===== config.mk =====
export PLATFORM = sky130hd
export DESIGN_NAME = cascade_irq_ctrl
export DESIGN_NICKNAME = d
export VERILOG_FILES = /design/src/rtl/casc_irq_pkg.sv /design/src/rtl/irq_sync.sv /design/src/rtl/irq_mask_regs.sv /design/src/rtl/irq_group_resolve.sv /design/src/rtl/cascade_irq_ctrl.sv
export SDC_FILE = /design/constraint.sdc
export NUM_CORES = 1
export LEC_CHECK = 0
export ABC_CLOCK_PERIOD_IN_PS = 1650
export BUFFER_PORTS_ARGS = -buffer_cell sky130_fd_sc_hd__buf_2
export CORE_ASPECT_RATIO = 0.5
export CORE_MARGIN = 4
export CORE_UTILIZATION = 45
export DETAILED_ROUTE_END_ITERATION = 10
export PLACE_DENSITY = 0.66
export SLEW_MARGIN = 20
export SYNTH_ARGS = -nofsm -noshare
export SYNTH_HDL_FRONTEND = slang
export SYNTH_SLANG_ARGS = --single-unit

===== constraint.sdc =====
create_clock -name clk -period 1.65 [get_ports clk]
set_clock_uncertainty 0.05 [all_clocks]
set_input_delay 0.33 -clock clk [delete_from_list [all_inputs] [get_ports clk]]
set_output_delay 0.33 -clock clk [all_outputs]
set_load 0.005 [all_outputs]

===== src/rtl/casc_irq_pkg.sv =====
package casc_irq_pkg;
  localparam int GRP_W = 8;
  localparam int IDX_W = 3;
  localparam int VEC_W = 6;

  typedef enum logic [2:0] {
    A_LMASK0 = 3'd0,
    A_LMASK1 = 3'd1,
    A_MMASK0 = 3'd2,
    A_MMASK1 = 3'd3,
    A_LSTAT0 = 3'd4,
    A_LSTAT1 = 3'd5,
    A_MSTAT  = 3'd6,
    A_SPARE  = 3'd7
  } cfg_addr_e;

  typedef enum logic [1:0] {
    TOP_NONE = 2'd0,
    TOP_L0   = 2'd1,
    TOP_L1   = 2'd2,
    TOP_BERR = 2'd3
  } top_req_e;

  // index of the highest set bit; ascending scan keeps the last hit
  function automatic logic [IDX_W-1:0] top_index(input logic [GRP_W-1:0] v);
    logic [IDX_W-1:0] idx;
    idx = '0;
    for (int i = 0; i < GRP_W; i++) begin
      if (v[i]) idx = IDX_W'(i);
    end
    return idx;
  endfunction

  // base plus winner, or zero when nothing is set
  function automatic logic [VEC_W-1:0] make_vec(input logic [VEC_W-1:0] base,
                                                input logic [GRP_W-1:0] set);
    if (set == '0) return '0;
    return base + VEC_W'(top_index(set));
  endfunction
endpackage


===== src/rtl/irq_sync.sv =====
module irq_sync #(
  parameter int W      = 8,
  parameter int STAGES = 2
) (
  input  logic         clk,
  input  logic         rst_n,
  input  logic [W-1:0] d,
  output logic [W-1:0] q
);
  logic [W-1:0] stg [STAGES];

  always_ff @(posedge clk or negedge rst_n) begin
    if (!rst_n) begin
      for (int i = 0; i < STAGES; i++) stg[i] <= '0;
    end else begin
      stg[0] <= d;
      for (int i = 1; i < STAGES; i++) stg[i] <= stg[i-1];
    end
  end

  assign q = stg[STAGES-1];
endmodule


===== src/rtl/irq_mask_regs.sv =====
module irq_mask_regs
  import casc_irq_pkg::*;
#(
  parameter int CASC0_BIT = 2,
  parameter int CASC1_BIT = 3,
  parameter bit AUTO_LINK = 1'b1
) (
  input  logic             clk,
  input  logic             rst_n,
  input  logic             wen,
  input  logic [2:0]       addr,
  input  logic [GRP_W-1:0] wdata,
  output logic [GRP_W-1:0] lmask0,
  output logic [GRP_W-1:0] lmask1,
  output logic [GRP_W-1:0] mmask0,
  output logic [GRP_W-1:0] mmask1
);
  logic wr_l0, wr_l1, wr_m0, wr_m1, wdata_any;

  assign wr_l0     = wen && (addr == A_LMASK0);
  assign wr_l1     = wen && (addr == A_LMASK1);
  assign wr_m0     = wen && (addr == A_MMASK0);
  assign wr_m1     = wen && (addr == A_MMASK1);
  assign wdata_any = |wdata;

  always_ff @(posedge clk or negedge rst_n) begin
    if (!rst_n) begin
      lmask0 <= '0;
      lmask1 <= '0;
      mmask0 <= '0;
      mmask1 <= '0;
    end else begin
      if (wr_l0) lmask0 <= wdata;
      if (wr_l1) lmask1 <= wdata;
      if (wr_m0) begin
        mmask0 <= wdata;
        if (AUTO_LINK) lmask0[CASC0_BIT] <= wdata_any;
      end
      if (wr_m1) begin
        mmask1 <= wdata;
        if (AUTO_LINK) lmask1[CASC1_BIT] <= wdata_any;
      end
    end
  end


  mask_wr_chk: assert property (@(posedge clk) disable iff (!rst_n)
    wr_l0 |=> (lmask0 == $past(wdata)));


  link_m0_chk: assert property (@(posedge clk) disable iff (!rst_n)
    (AUTO_LINK && wr_m0) |=> (lmask0[CASC0_BIT] == ($past(wdata) != '0)));


  link_m1_chk: assert property (@(posedge clk) disable iff (!rst_n)
    (AUTO_LINK && wr_m1) |=> (lmask1[CASC1_BIT] == ($past(wdata) != '0)));
endmodule


===== src/rtl/irq_group_resolve.sv =====
module irq_group_resolve
  import casc_irq_pkg::*;
#(
  parameter int CASC_BIT = 2,
  parameter int LBASE    = 8,
  parameter int MBASE    = 24
) (
  input  logic             clk,
  input  logic             rst_n,
  input  logic [GRP_W-1:0] stat,
  input  logic [GRP_W-1:0] lmask,
  input  logic [GRP_W-1:0] map_stat,
  input  logic [GRP_W-1:0] mmask,
  output logic [GRP_W-1:0] stat_full,
  output logic [GRP_W-1:0] pend,
  output logic             casc_hit,
  output logic             req_nxt,
  output logic [VEC_W-1:0] vec_nxt
);
  localparam logic [VEC_W-1:0] LB = VEC_W'(LBASE);
  localparam logic [VEC_W-1:0] MB = VEC_W'(MBASE);

  logic [GRP_W-1:0] sub;

  always_comb begin
    sub                 = map_stat & mmask;
    stat_full           = stat;
    stat_full[CASC_BIT] = |sub;
    pend                = stat_full & lmask;
    casc_hit            = pend[CASC_BIT];
    req_nxt             = |pend;
    vec_nxt             = casc_hit ? make_vec(MB, sub) : make_vec(LB, pend);
  end


  casc_vec_chk: assert property (@(posedge clk) disable iff (!rst_n)
    casc_hit |-> (vec_nxt >= MB) && (vec_nxt < MB + VEC_W'(GRP_W)));


  local_vec_chk: assert property (@(posedge clk) disable iff (!rst_n)
    (req_nxt && !casc_hit) |-> (vec_nxt >= LB) && (vec_nxt < LB + VEC_W'(GRP_W)));


  casc_src_ignored_chk: assert property (@(posedge clk) disable iff (!rst_n)
    (stat[CASC_BIT] && (sub == '0)) |-> !pend[CASC_BIT]);
endmodule


===== src/rtl/cascade_irq_ctrl.sv =====
module cascade_irq_ctrl
  import casc_irq_pkg::*;
#(
  parameter int CASC0_BIT   = 2,
  parameter int CASC1_BIT   = 3,
  parameter bit AUTO_LINK   = 1'b1,
  parameter int SYNC_STAGES = 2,
  parameter int L0_BASE     = 8,
  parameter int L1_BASE     = 16,
  parameter int M0_BASE     = 24,
  parameter int M1_BASE     = 32
) (
  input  logic             clk,
  input  logic             rst_n,
  input  logic [GRP_W-1:0] l0_src,
  input  logic [GRP_W-1:0] l1_src,
  input  logic [GRP_W-1:0] map_src,
  input  logic             berr_src,
  input  logic [2:0]       cfg_addr,
  input  logic             cfg_wen,
  input  logic [GRP_W-1:0] cfg_wdata,
  output logic [GRP_W-1:0] cfg_rdata,
  output logic             cpu_irq_l0,
  output logic             cpu_irq_l1,
  output logic             cpu_irq_berr,
  output logic [VEC_W-1:0] vec_l0,
  output logic [VEC_W-1:0] vec_l1,
  output logic [1:0]       top_req
);
  localparam int NGRP   = 2;
  localparam int SYNC_W = 3 * GRP_W + 1;

  logic [SYNC_W-1:0] sync_q;
  logic [GRP_W-1:0]  l0_s, l1_s, map_s;
  logic              berr_s;

  irq_sync #(.W(SYNC_W), .STAGES(SYNC_STAGES)) u_sync (
    .clk   (clk),
    .rst_n (rst_n),
    .d     ({berr_src, map_src, l1_src, l0_src}),
    .q     (sync_q)
  );

  assign {berr_s, map_s, l1_s, l0_s} = sync_q;

  // status latch
  logic [GRP_W-1:0] lstat_q [NGRP];
  logic [GRP_W-1:0] mstat_q;

  always_ff @(posedge clk or negedge rst_n) begin
    if (!rst_n) begin
      lstat_q[0] <= '0;
      lstat_q[1] <= '0;
      mstat_q    <= '0;
    end else begin
      lstat_q[0] <= l0_s;
      lstat_q[1] <= l1_s;
      mstat_q    <= map_s;
    end
  end

  logic [GRP_W-1:0] lmask [NGRP];
  logic [GRP_W-1:0] mmask [NGRP];

  irq_mask_regs #(
    .CASC0_BIT (CASC0_BIT),
    .CASC1_BIT (CASC1_BIT),
    .AUTO_LINK (AUTO_LINK)
  ) u_masks (
    .clk    (clk),
    .rst_n  (rst_n),
    .wen    (cfg_wen),
    .addr   (cfg_addr),
    .wdata  (cfg_wdata),
    .lmask0 (lmask[0]),
    .lmask1 (lmask[1]),
    .mmask0 (mmask[0]),
    .mmask1 (mmask[1])
  );

  logic [GRP_W-1:0] stat_full [NGRP];
  logic [GRP_W-1:0] pend      [NGRP];
  logic             casc_hit  [NGRP];
  logic             req_nxt   [NGRP];
  logic [VEC_W-1:0] vec_nxt   [NGRP];

  for (genvar g = 0; g < NGRP; g++) begin : g_grp
    irq_group_resolve #(
      .CASC_BIT ((g == 0) ? CASC0_BIT : CASC1_BIT),
      .LBASE    ((g == 0) ? L0_BASE   : L1_BASE),
      .MBASE    ((g == 0) ? M0_BASE   : M1_BASE)
    ) u_res (
      .clk       (clk),
      .rst_n     (rst_n),
      .stat      (lstat_q[g]),
      .lmask     (lmask[g]),
      .map_stat  (mstat_q),
      .mmask     (mmask[g]),
      .stat_full (stat_full[g]),
      .pend      (pend[g]),
      .casc_hit  (casc_hit[g]),
      .req_nxt   (req_nxt[g]),
      .vec_nxt   (vec_nxt[g])
    );
  end

  top_req_e top_nxt;

  always_comb begin
    if (req_nxt[0])      top_nxt = TOP_L0;
    else if (req_nxt[1]) top_nxt = TOP_L1;
    else if (berr_s)     top_nxt = TOP_BERR;
    else                 top_nxt = TOP_NONE;
  end

  always_ff @(posedge clk or negedge rst_n) begin
    if (!rst_n) begin
      cpu_irq_l0   <= 1'b0;
      cpu_irq_l1   <= 1'b0;
      cpu_irq_berr <= 1'b0;
      vec_l0       <= '0;
      vec_l1       <= '0;
      top_req      <= TOP_NONE;
    end else begin
      cpu_irq_l0   <= req_nxt[0];
      cpu_irq_l1   <= req_nxt[1];
      cpu_irq_berr <= berr_s;
      vec_l0       <= vec_nxt[0];
      vec_l1       <= vec_nxt[1];
      top_req      <= top_nxt;
    end
  end

  always_comb begin
    unique case (cfg_addr)
      A_LMASK0: cfg_rdata = lmask[0];
      A_LMASK1: cfg_rdata = lmask[1];
      A_MMASK0: cfg_rdata = mmask[0];
      A_MMASK1: cfg_rdata = mmask[1];
      A_LSTAT0: cfg_rdata = stat_full[0];
      A_LSTAT1: cfg_rdata = stat_full[1];
      A_MSTAT:  cfg_rdata = mstat_q;
      default:  cfg_rdata = '0;
    endcase
  end


  top_prio_chk: assert property (@(posedge clk) disable iff (!rst_n)
    (top_req == TOP_L1) |-> (!cpu_irq_l0 && cpu_irq_l1));


  top_berr_chk: assert property (@(posedge clk) disable iff (!rst_n)
    (top_req == TOP_BERR) |-> (!cpu_irq_l0 && !cpu_irq_l1 && cpu_irq_berr));


  req_vec_l0_chk: assert property (@(posedge clk) disable iff (!rst_n)
    cpu_irq_l0 == (vec_l0 != '0));


  req_vec_l1_chk: assert property (@(posedge clk) disable iff (!rst_n)
    cpu_irq_l1 == (vec_l1 != '0));


  berr_follow_chk: assert property (@(posedge clk) disable iff (!rst_n)
    $rose(berr_s) |=> cpu_irq_berr);
endmodule


==> metrics.txt <==
outcome complete, but fails checks; violated checks negative setup slack; Crit path arrival time 1.69 ns; Fin. Hold Viols 0; worst-skew pair later-pin latency between 0.4 and 0.5 ns; sequential share of power 0.385; Setup crit start kind register; pin count of the biggest net entering global routing 77; Worst Hold Class in2reg; Final Util 0.690; Routed Antenna Nets 0; detailed-route wire length 10900 um; fin crit period 2.07 ns; critical path class reg2out; Starting Density 0.476; vias per cell 5.33; Unique masters post-synth 42; DRT Pass-1 Iters 4; initial antenna violation count 0; CTS Root Cell clkbuf_16; sw power 0.00240 W; RSZ-0062 raised after global routing true; Synth Area in Simple Gates 0.0737; Sw Share 0.269; Peak VDD IR 0.000829 V; placed cells 519; CTS H-tree lvls 4; TritonCTS Buffers 17; worst-path fanout max 2; Routed wire per std cell between 15 and 20 um; R2R Setup Slk -0.13 ns; post-route setup slack -0.420 ns; Cells after Synth between 200 and 300; Clk pwr share 0.430; clock tree sinks approximately 120; non-filler instance count after layout between 500 and 600; post-synthesis mux area share 0.135; CTS clk-pin slew, worst paths 0.06 ns; drc violations 0; post-synthesis adder-cell area fraction 0; Cell Rows 24; Main synth FF type dfrtp_1; max frequency 483 MHz; post-synth top area cell dfrtp_1; fraction of layout cells with a size suffix above 1 0.495; io pins 64; fin crit share 1.25; Syn Area/Cell 14.5 um^2; register area share after synthesis 0.673; Ys Warns 0; post-synthesis compound-gate area fraction 0.0957; Core Area 0.00898 mm^2; # fillers slightly below 600; DP Wirelength 7670 um; area share of the largest cell type after synthesis 0.673; Tot GR Track Use 0.210; Internal 0.00649 W; WP data required 1.27 ns; detailed-route via count 3124; Die Height 76.9 um; DIE WIDTH 146 um; Async S/R FF share, synth 1.00; combinational family with the most area after synthesis multiplexers; diodes inserted 0; final-report setup violation count 11; Slew Viols, Final 0; Netlist Area Pre-Place 0.00428 mm^2; xor/xnor share of the synthesized area 0; Post-synth EDFFs 0; Leakage 2.84 nW; global-route wire length before repair 17800 um; grt total ovfl 0; max_cap viols 0; CP endpoint kind output port; PD cells 1440 mW/mm^2; Max Root-Sink Buffers 2; #FFs+latches synth 115; # port buffers 59; Area growth syn-to-layout 44.9%; Final GP Congestion 1.00; Synth area leaders dfrtp_1 67%, mux2_2 8.2%, mux4_2 2.6%, mux2i_1 2.1%, a21oi_1 1.9%; vias in the first global route 3256; number of nets in the layout between 400 and 500; combinational share of power 0.185; initial detailed-routing violation count 235; die area 0.0112 mm^2; CTS tree built
==> cell type report <==
class | count | area (um^2) | area share
timing repair buffer | 151 | 1090 | 0.176
sequential | 115 | 2890 | 0.466
inverter | 8 | 30.0 | 0.00485
multi-input combinational | 163 | 1430 | 0.230
clock buffer | 17 | 425 | 0.0687
tap | 117 | 146 | 0.0236
clock inverter | 15 | 194 | 0.0313
==> timing repair <==
| action | CTS | global route |
|---|---|---|
| setup buffers | 7 | 7 |
| setup endpoints to repair | 14 | 16 |
| endpoints found under the hold margin | 42 | 0 |
| gates resized for setup | 24 | 21 |
| pin swaps | 12 | 12 |
| gates cloned | 0 | 0 |
| hold buffers | 24 | 0 |
==> cell usage in the layout (no fill, tap or decap), drive strengths merged, types with 3 or more instances in the layout <==
| master | Yosys | final |
|---|---|---|
| buf | 9 | 127 |
| dfrtp | 115 | 115 |
| mux2 | 31 | 31 |
| dlygate4sd3 | 0 | 24 |
| nand2 | 21 | 21 |
| clkbuf | 1 | 17 |
| nor2 | 16 | 16 |
| a21oi | 16 | 16 |
| inv | 8 | 16 |
| a22oi | 10 | 10 |
| mux2i | 9 | 9 |
| mux4 | 6 | 6 |
| nand4 | 6 | 6 |
| o21ai | 6 | 6 |
| a32o | 4 | 4 |
| a221oi | 4 | 4 |
| a31oi | 3 | 3 |
| bufinv | 0 | 3 |
| clkinv | 0 | 3 |
==> per-layer routing <==
layer	GRT usage	share of wire	up-vias
met4	0.0720	0.0091	0
met3	0.0936	0.10	12
met1	0.290	0.45	1552
met5	0	0	-
met2	0.297	0.44	139
li1	-	-	1421
==> critical path, cell delays in order, from the launching register on <==
cell and delay, ns:
dfrtp_1 0.38, mux2_4 0.27, a221o_1 0.33, a21oi_2 0.12, a21oi_2 0.04, buf_2 0.12
==> power groups by stage <==
stage | Combinational (W) | Sequential [W] | Clock, W
after global placement | 0.00135 | 0.00343 | 0
after floorplan | 0.000619 | 0.00343 | 0
after CTS | 0.00152 | 0.00341 | 0.00390
after global routing | 0.00177 | 0.00346 | 0.00405
after detailed placement | 0.00138 | 0.00345 | 0
final | 0.00164 | 0.00342 | 0.00382
==> registers in the layout, indices dropped and copies added, names as in the netlist <==
signal          count
vec_l1              5
u_sync.q           23
u_masks.mmask1      8
lstat_q            14
u_sync.stg         23
u_masks.lmask0      8
cpu_irq_berr        1
u_masks.mmask0      8
top_req             2
vec_l0              5
cpu_irq_l0          1
u_masks.lmask1      8
cpu_irq_l1          1
mstat_q             8
==> path summary, 6_finish.rpt <==
path                       cells after the start                       endpoint                          start
min in group asynchronous                      2       u_sync.stg[44]$_DFF_PN0_                          rst_n
hold / removal                                 2  u_masks.mmask0[5]$_DFFE_PN0P_                   cfg_wdata[5]
max in group asynchronous                      3           mstat_q[5]$_DFF_PN0_                          rst_n
setup / recovery                               5                   cfg_rdata[2]  u_masks.lmask1[2]$_DFFE_PN0P_
setup reg to reg                               6           top_req[0]$_DFF_PN0_           lstat_q[2]$_DFF_PN0_
hold reg to reg                                0         u_sync.q[23]$_DFF_PN0_       u_sync.stg[48]$_DFF_PN0_
==> cells in the mapped netlist, types with 2 or more instances <==
library cell and n:
a311oi_1 2, nand4_1 5, o21ai_0 6, nor2_1 16
a21oi_1 16, nor2b_1 2, nand3b_1 2, nand3_1 2
mux2i_1 9, a22oi_1 10, a21o_1 2, nand2_1 21
nor4_1 2, dfrtp_1 115, mux2_2 31, mux4_2 5
a32o_1 4, buf_2 5, inv_1 7, a31oi_1 3
buf_4 3, a221oi_1 4, a221o_1 2, a22o_1 2
nor4b_4 2
==> stage by stage <==
step / hold slack (ns) / cell area [um^2] / TNS (ns) / total power (W) / setup slack (ns)
2_1_floorplan: -0.0156 / 4290 / -0.0174 / 0.00405 / -0.0174
3_3_place_gp: 0.164 / 5110 / -4.23 / 0.00478 / -0.175
3_5_place_dp: 0.171 / 5110 / -4.61 / 0.00482 / -0.224
4_1_cts: 0.149 / 6090 / -2.89 / 0.00883 / -0.440
5_1_grt: 0.163 / 6190 / -3.84 / 0.00928 / -0.489
6_report: 0.165 / 6190 / -2.99 / 0.00889 / -0.420
==> cell families (layout without fill, tap and decap cells) <==
group                  Yosys count  after routing
AND/OR/NAND/NOR                 57             57
flip-flops                     115            115
multiplexers                    46             46
AO/OA/AOI/OAI                   58             58
other                            1              2
buffers and inverters           18            191
(Power assumes the default switching activity.)
